==> config.mk <==
export PLATFORM = sky130hd
export DESIGN_NAME = fexm_unit
export DESIGN_NICKNAME = d
export VERILOG_FILES = /design/src/rtl/fexm_pkg.sv /design/src/rtl/fexm_shift_path.sv /design/src/rtl/fexm_vec_delay.sv /design/src/rtl/fexm_lane.sv /design/src/rtl/fexm_unit.sv
export SDC_FILE = /design/constraint.sdc
export NUM_CORES = 1
export LEC_CHECK = 0
export BUFFER_PORTS_ARGS = -buffer_cell sky130_fd_sc_hd__buf_2
export CORE_MARGIN = 5
export CORE_UTILIZATION = 51
export DETAILED_ROUTE_END_ITERATION = 10
export GPL_TIMING_DRIVEN = 0
export PLACE_DENSITY = 0.75
export SYNTH_ARGS = -nofsm -noshare
export SYNTH_HDL_FRONTEND = slang
export SYNTH_SLANG_ARGS = --single-unit
==> constraint.sdc <==
create_clock -name clk -period 2.4 [get_ports clk]
set_input_delay 0.12 -clock clk [delete_from_list [all_inputs] [get_ports clk]]
set_output_delay 0.12 -clock clk [all_outputs]
set_load 0.01 [all_outputs]
==> src/rtl/fexm_pkg.sv <==
package fexm_pkg;

  localparam int XW        = 16;          // argument width, Q5.10
  localparam int FRAC      = 10;          // fraction bits of the argument
  localparam int TW        = XW + 2;      // width of the base-2 product term
  localparam int SHW       = 5;           // width of the exponent shift
  localparam int EXW       = 8;           // exponent field width (BF16 and FP32)
  localparam int MAX_SHIFT = 22;          // shift produced by the clip floor

  localparam logic signed [XW-1:0] CLIP_LO = -16'sd15360;  // -15.0
  localparam logic signed [TW-1:0] HALF    = TW'(1 << (FRAC - 1));

  typedef enum logic [1:0] {
    EK_NORMAL  = 2'd0,
    EK_UNDER   = 2'd1,
    EK_SPECIAL = 2'd2,
    EK_ZERO    = 2'd3
  } ekind_e;

  // Saturate the argument into [-15, 0].
  function automatic logic signed [XW-1:0] clip_arg(input logic signed [XW-1:0] x);
    if (x > 0)
      return '0;
    else if (x < CLIP_LO)
      return CLIP_LO;
    else
      return x;
  endfunction

  // x * log2(e) approximated as x * (1 + 1/2 - 1/16).
  function automatic logic signed [TW-1:0] log2e_term(input logic signed [XW-1:0] xc);
    logic signed [TW-1:0] w;
    w = {{(TW-XW){xc[XW-1]}}, xc};
    return w + (w >>> 1) - (w >>> 4);
  endfunction

  // Round half up to an integer, then negate to get the exponent shift.
  function automatic logic [SHW-1:0] round_shift(input logic signed [TW-1:0] t);
    logic signed [TW-1:0] r;
    r = (t + HALF) >>> FRAC;
    r = -r;
    return r[SHW-1:0];
  endfunction

  // Decide how a lane is treated from its exponent field and the shift.
  function automatic ekind_e classify(input logic [EXW-1:0] e, input logic [SHW-1:0] sh);
    if (e == {EXW{1'b1}})
      return EK_SPECIAL;
    else if (e == '0)
      return EK_ZERO;
    else if (e <= EXW'(sh))
      return EK_UNDER;
    else
      return EK_NORMAL;
  endfunction

  function automatic logic [EXW-1:0] exp_reduce(input logic [EXW-1:0] e, input logic [SHW-1:0] sh);
    return e - EXW'(sh);
  endfunction

endpackage

==> src/rtl/fexm_shift_path.sv <==
module fexm_shift_path
  import fexm_pkg::*;
(
  input  logic                  clk,
  input  logic                  rst_n,
  input  logic                  in_valid,
  input  logic signed [XW-1:0]  in_x,
  output logic signed [XW-1:0]  s1_xc,
  output logic                  s3_valid,
  output logic [SHW-1:0]        s3_shift
);

  logic                 s1_valid;
  logic                 s2_valid;
  logic signed [TW-1:0] s2_term;

  // stage 1: clip
  always_ff @(posedge clk) begin
    if (!rst_n) begin
      s1_valid <= 1'b0;
      s1_xc    <= '0;
    end else begin
      s1_valid <= in_valid;
      s1_xc    <= clip_arg(in_x);
    end
  end

  // stage 2: shift-and-add base-2 conversion
  always_ff @(posedge clk) begin
    if (!rst_n) begin
      s2_valid <= 1'b0;
      s2_term  <= '0;
    end else begin
      s2_valid <= s1_valid;
      s2_term  <= log2e_term(s1_xc);
    end
  end

  // stage 3: round to the integer shift
  always_ff @(posedge clk) begin
    if (!rst_n) begin
      s3_valid <= 1'b0;
      s3_shift <= '0;
    end else begin
      s3_valid <= s2_valid;
      s3_shift <= round_shift(s2_term);
    end
  end

endmodule

==> src/rtl/fexm_vec_delay.sv <==
module fexm_vec_delay #(
  parameter int W     = 64,
  parameter int DEPTH = 3
) (
  input  logic         clk,
  input  logic         rst_n,
  input  logic [W-1:0] d_in,
  output logic [W-1:0] d_out
);

  logic [W-1:0] pipe [DEPTH+1];

  assign pipe[0] = d_in;

  for (genvar k = 0; k < DEPTH; k++) begin : g_stage
    always_ff @(posedge clk) begin
      if (!rst_n)
        pipe[k+1] <= '0;
      else
        pipe[k+1] <= pipe[k];
    end
  end

  assign d_out = pipe[DEPTH];

endmodule

==> src/rtl/fexm_lane.sv <==
module fexm_lane
  import fexm_pkg::*;
#(
  parameter int EW = 16
) (
  input  logic           clk,
  input  logic           rst_n,
  input  logic [EW-1:0]  elem_in,
  input  logic [SHW-1:0] shift,
  output logic           is_under,
  output logic           is_special,
  output logic [EW-1:0]  elem_out
);

  localparam int MW = EW - 1 - EXW;

  logic           sgn;
  logic [EXW-1:0] expo;
  logic [MW-1:0]  mant;
  ekind_e         kind;
  logic [EW-1:0]  nxt;

  assign sgn  = elem_in[EW-1];
  assign expo = elem_in[EW-2 -: EXW];
  assign mant = elem_in[MW-1:0];
  assign kind = classify(expo, shift);

  assign is_under   = (kind == EK_UNDER);
  assign is_special = (kind == EK_SPECIAL);

  always_comb begin
    unique case (kind)
      EK_SPECIAL: nxt = elem_in;
      EK_NORMAL:  nxt = {sgn, exp_reduce(expo, shift), mant};
      default:    nxt = {sgn, {(EW-1){1'b0}}};
    endcase
  end

  always_ff @(posedge clk) begin
    if (!rst_n)
      elem_out <= '0;
    else
      elem_out <= nxt;
  end

endmodule

==> src/rtl/fexm_unit.sv <==
module fexm_unit
  import fexm_pkg::*;
#(
  parameter bit FP32_ELEM = 1'b0,
  parameter int LANES     = 4,
  localparam int EW       = FP32_ELEM ? 32 : 16,
  localparam int VW       = LANES * EW
) (
  input  logic          clk,
  input  logic          rst_n,
  input  logic          in_valid,
  input  logic [15:0]   in_x,
  input  logic [VW-1:0] in_vec,
  output logic          out_valid,
  output logic [VW-1:0] out_vec
);

  localparam int XDEPTH = 3;  // stages of the argument path

  // internal events, named for the checker
  logic signed [XW-1:0] s1_xc;
  logic                 s3_valid;
  logic [SHW-1:0]       s3_shift;
  logic [VW-1:0]        d3_vec;
  logic [LANES-1:0]     lane_uf;
  logic [LANES-1:0]     lane_spec;

  fexm_shift_path u_shift (
    .clk      (clk),
    .rst_n    (rst_n),
    .in_valid (in_valid),
    .in_x     ($signed(in_x)),
    .s1_xc    (s1_xc),
    .s3_valid (s3_valid),
    .s3_shift (s3_shift)
  );

  fexm_vec_delay #(.W(VW), .DEPTH(XDEPTH)) u_vdly (
    .clk   (clk),
    .rst_n (rst_n),
    .d_in  (in_vec),
    .d_out (d3_vec)
  );

  for (genvar i = 0; i < LANES; i++) begin : g_lane
    fexm_lane #(.EW(EW)) u_lane (
      .clk        (clk),
      .rst_n      (rst_n),
      .elem_in    (d3_vec[i*EW +: EW]),
      .shift      (s3_shift),
      .is_under   (lane_uf[i]),
      .is_special (lane_spec[i]),
      .elem_out   (out_vec[i*EW +: EW])
    );
  end

  always_ff @(posedge clk) begin
    if (!rst_n)
      out_valid <= 1'b0;
    else
      out_valid <= s3_valid;
  end

endmodule

Yosys cells after proc, flatten, opt, wreduce, memory -nomap -nowiden:

Cells that the tools add are included.

* bits in latches: 0
* bits in writable memories: 0
* memories: 0
* input port bits: 83
* word-level logic and storage cells: 65
* bits in registers: 296
* output and inout bits: 65
* bits in read-only memories: 0

* reduce and logical (&&, ||, !) cells: 10
* equal/unequal tests: 8
* add/sub/neg operators: 8
* div/mod/pow operators: 0
* $mul: 0
* order comparisons: 6
* shift-type cells: 0
* multiplexer cells: 17
* bitwise gates (word level): 1

Operators with widths (count)
* $pmux 15 s2: 4
* $eq 8x8->1 const B: 4
* $le 8x5->1: 4
* $logic_not 8->1: 4
* $sub 8x5->8: 4
* $gt 16x1->1 const B: 1
* $lt 16x15->1 const B: 1
* $mux 16: 1
* $mux 2: 8
* $add 15x11->15 const B: 1
* $add 15x15->15: 1
* $sub 15x12->15: 1
* $eq 2x2->1 const B: 4
* $logic_not 2->1: 4
* $neg 5->5: 1
* $mux 1: 4
* $reduce_or 3->1: 1
* $reduce_or 2->1: 1
* $not 1->1: 1

Logic depth before layout (Yosys ltp):

* word-level depth: 6
* mapped depth: 10
* gate-level depth less buffers: 9

By module:

Synthesis repeated with hierarchy kept, for this count alone.

* cell total of the unflattened synthesis: 1027
* area, all modules: 10865.4 um2

By module, submodules not included
* fexm_vec_delay: instances 1, cells each 469, sequential area each 3843.7 um2, area an instance 5755.5 um2
* fexm_lane: instances 4, cells each 85, sequential area each 320.3 um2, area an instance 790.8 um2
* fexm_shift_path: instances 1, cells each 216, sequential area each 600.6 um2, area an instance 1920.6 um2
* fexm_unit: instances 1, cells each 2, sequential area each 20.0 um2, area an instance 26.3 um2

Worst setup path after synthesis:

OpenSTA, ideal clock, no wires.

* kind: register -> register
* from: register u_shift.s1_xc[9]
* to: register u_shift.s2_term[12]
* slack: -0.064 ns
* setup time: 0.116 ns
* required time: 2.284 ns
* buffers on the path: 1
* arrival: 2.349 ns
* clock period less this slack: 2.464 ns
* stages on the path, launching flop included: 11
* cell sequence: dfxtp_1 inv_1 fa_1 inv_1 ha_1 clkbuf_1 a21oi_1 o21ai_1 a31o_2 or3_1 and3_1

* cells in the longest elaborated chain, start to end: 2

Ends and longest elaborated chain
* start, declared: line fexm_shift_path.sv:8 `output logic signed [XW-1:0] s1_xc,`
* start signal, assigned: line fexm_shift_path.sv:24 `s1_xc <= clip_arg(in_x);`
* $add 15x15->15: line fexm_pkg.sv:34 `return w + (w >>> 1) - (w >>> 4);`
* $sub 15x12->15 (*): line fexm_pkg.sv:34
* end signal, assigned: line fexm_shift_path.sv:35 `s2_term <= log2e_term(s1_xc);`
* end, declared: line fexm_shift_path.sv:15 `logic signed [TW-1:0] s2_term;`

Mark *: on every way between the ends. The rest lies on a longest branch, timed or not.
A chain may end at the register's enable or synchronous reset.

Final worst setup path:

* from: register u_shift.s1_xc[6]
* to: register u_shift.s2_term[13]

Same word-level chain as after synthesis.

==> reports/results.txt <==
status: completed
yosys warns: 0
area of the core: 19500 sq um
Core Util, Final: 68.4%
worst skew pair latency: 0.53 ns
Mapped Area: 10100 sq um
number of buffers created by CTS: 28
aggregate global-route resource usage: 18.1%
Worst Skew: 0.0122 ns
placed insts: 1341
remaining antenna violation count: 0
CTS root buf: clkbuf_16
total power: 12.1 mW
Mapped Cells: 930
DR vias: 6932
final setup vio count: 0
register area share after synthesis: 57.2%
RSZ-0062 raised after global routing: yes
Worst Hold Launch: in_vec[63]
share of flip-flops with an asynchronous set or reset: 0%
die area: 22600 sq um
Max-Cap Viols: 0
die extent in x: 150 um
Slew Viols, Final: 0
hold slack: 0.327 ns
Yosys cell types: 50
Design Area, Final: 13300 sq um
Layout area overhead: 32.5%
fmax: 428 MHz
P_int: 8.99 mW
PD cells: 908 nW/um^2
DRT iter0 DRCs: 254
drt pass-1 iters: 4
Yosys reg bits: 287
average wire per standard cell: 13.7 um
critical path launch point type: register
first-pass GRT wire length: 33.0 mm
NetSw: 3.11 mW
Top Ports: 148
fin nets: 1340
fillcell total: 1429
data arrival time of the worst path: 2.80 ns
Routed WL: 20.5 mm
Die H: 150 um
clock slew at reported path FFs: 0.06 ns
gpl congestion: 0.913
CP max FO: 2
residual DRC count: 0
crit share post-route: 97.4%
worst slack, placed: -0.212 ns
FF-to-FF Start: u_shift.s1_xc[6]$_SDFF_PP0_
Post-DP Area: 11100 sq um
crit path launch: u_shift.s1_xc[6]$_SDFF_PP0_
EDFF count, synth: 0
Main synth FF type: dfxtp_1
number of port buffers: 146
Tightest Pin Transition: 0.918 ns
HP Class: primary input to register
Hold Violations, Final: 0
final setup margin: 0.0623 ns
Avg Inst Size Synth: 10.8 sq um
GRT overflow: 0
row count: 51
largest net degree at the start of global routing: 16
layout cells sized above 1: 22.1%
switching portion of total power: 25.7%
Bufs on Longest Clock Path: 3
ANT cells: 0
post-synth net total: 1067
vias in the first global route: 7017
Final min period: 2.34 ns
vias per cell: 4.66
Non-Filler Instances: 1489
H-tree depth: 1
clock network power share: 36.8%
relative slew slack: 38.8%
Initial Utilization: 51.6%
CTS tree: yes
sequential power share: 42.7%
leakage: 5.89 nW
CTS sink cnt: 287
dpl hpwl: 13.5 mm
peak supply drop: 0.605 mV
Setup TNS: 0 ns
CP endpoint kind: register
CP required: 2.86 ns
Crit Path Category: register to register
antenna violations before repair: 0
combinational power share: 20.5%
## logic make-up (layout without fill, tap and decap cells)
| group | after synthesis | in the layout | synth area share (%) |
|---|---|---|---|
| simple gates | 351 | 351 | 21.2 |
| flops | 287 | 287 | 57.2 |
| compound gates | 116 | 116 | 7.54 |
| buf+inv | 94 | 388 | 3.60 |
| fa+ha+maj | 54 | 54 | 7.99 |
| xor+xnor | 23 | 23 | 2.00 |
| mux | 5 | 5 | 0.498 |
## power groups by stage
stage                     logic (mW)  clock network, mW  registers [mW]
final                           2.47               4.45            5.17
after global routing            2.77               4.80            5.19
after CTS                       2.34               4.56            5.16
after detailed placement        2.15                  0            5.27
after global placement          2.12                  0            5.26
after floorplan                 1.59                  0            5.28
## final cells by class
type	count	area (sq um)	area share [%]
multi-input cells	549	4220	31.7
plain buffers	31	125	0.939
inverters	62	235	1.77
repair buffers	244	1680	12.6
well taps	265	332	2.49
clock inverters	12	173	1.30
clock buffers	39	793	5.96
flip-flops and latches	287	5760	43.3
## layer usage
metal | vias to the layer above | track usage, % | part of all wire [%]
met5 | - | 0 | 0
met4 | 0 | 6.27 | 2.8
met3 | 45 | 3.19 | 5.1
met2 | 153 | 33.7 | 52
met1 | 3160 | 20.8 | 40
li1 | 3574 | - | -
## flip-flops by register name, summed over array words and instances (netlist names)
| signal | count |
|---|---|
| u_vdly.d_out | 64 |
| u_shift.s2_valid | 1 |
| u_shift.s2_term | 6 |
| u_vdly.pipe | 128 |
| u_shift.s1_xc | 16 |
| g_lane.u_lane.elem_out | 64 |
| u_shift.s1_valid | 1 |
| u_shift.s3_valid | 1 |
| out_valid | 1 |
| u_shift.s3_shift | 5 |
## layout by cell type (no fill, tap or decap), types with 11 or more instances in the layout
| cell | Yosys | routed |
|---|---|---|
| dfxtp_1 | 287 | 276 |
| and2_1 | 240 | 240 |
| buf_2 | 1 | 147 |
| dlygate4sd3_1 | 0 | 85 |
| inv_1 | 62 | 52 |
| a21oi_1 | 48 | 42 |
| clkbuf_1 | 25 | 31 |
| clkbuf_16 | 0 | 29 |
| ha_1 | 37 | 26 |
| o21ai_0 | 21 | 17 |
| nor2_1 | 18 | 17 |
| fa_1 | 17 | 15 |
| nand2_1 | 14 | 14 |
| buf_4 | 0 | 13 |
| xnor2_1 | 12 | 12 |
| xor2_1 | 11 | 11 |
| ha_4 | 0 | 11 |
## worst max-delay path, stage by stage, from the launching register on
cell and delay (ns):
dfxtp_2 0.34, inv_2 0.06, fa_1 0.54, inv_1 0.08
ha_4 0.27, a21oi_1 0.06, o21ai_0 0.31, a211oi_2 0.11
or3_1 0.36, a21boi_1 0.14
## Yosys cell counts, types with 3 or more instances
| master | count | share of area [%] |
|---|---|---|
| dfxtp_1 | 287 | 57 |
| and2_1 | 240 | 15 |
| inv_1 | 62 | 2.3 |
| a21oi_1 | 48 | 2.4 |
| ha_1 | 37 | 4.6 |
| clkbuf_1 | 25 | 0.93 |
| o21ai_0 | 21 | 1.0 |
| nor2_1 | 18 | 0.67 |
| fa_1 | 17 | 3.4 |
| nand2_1 | 14 | 0.52 |
| xnor2_1 | 12 | 1.0 |
| and3_1 | 11 | 0.68 |
| xor2_1 | 11 | 0.96 |
| nand4_1 | 10 | 0.62 |
| nand2b_1 | 9 | 0.56 |
| nor3_1 | 8 | 0.40 |
| o21a_1 | 8 | 0.60 |
| a21o_1 | 7 | 0.52 |
| nand3_1 | 7 | 0.35 |
| a211oi_1 | 6 | 0.45 |
| and4_1 | 6 | 0.52 |
| or3_1 | 6 | 0.37 |
| buf_1 | 5 | 0.19 |
| mux2i_1 | 5 | 0.50 |
| nor4_1 | 5 | 0.31 |
| nor2b_1 | 4 | 0.25 |
| a221oi_2 | 3 | 0.45 |
| a31o_2 | 3 | 0.26 |
| a31oi_1 | 3 | 0.19 |
| nand3b_1 | 3 | 0.22 |
| o41a_1 | 3 | 0.34 |
| o41ai_2 | 3 | 0.49 |
| or2_2 | 3 | 0.19 |
## worst paths after layout
path                                                  endpoint  slack [ns]  depth (start not counted)
worst max-delay path            u_shift.s2_term[13]$_SDFF_PN0_        0.06                          9
worst min-delay path               u_vdly.pipe[191]$_SDFF_PN0_        0.33                          3
worst max register to register  u_shift.s2_term[13]$_SDFF_PN0_        0.06                          9
worst min register to register     u_vdly.pipe[118]$_SDFF_PN0_        0.42                          1
## what timing repair did
item,in CTS,in global routing
buffers inserted,5,8
pin swaps,3,19
endpoints found under the setup margin,40,33
endpoints found under the hold margin,82,0
hold buffers,85,0
resized for setup,24,41
Note: power is estimated with default switching activity, not from simulation.
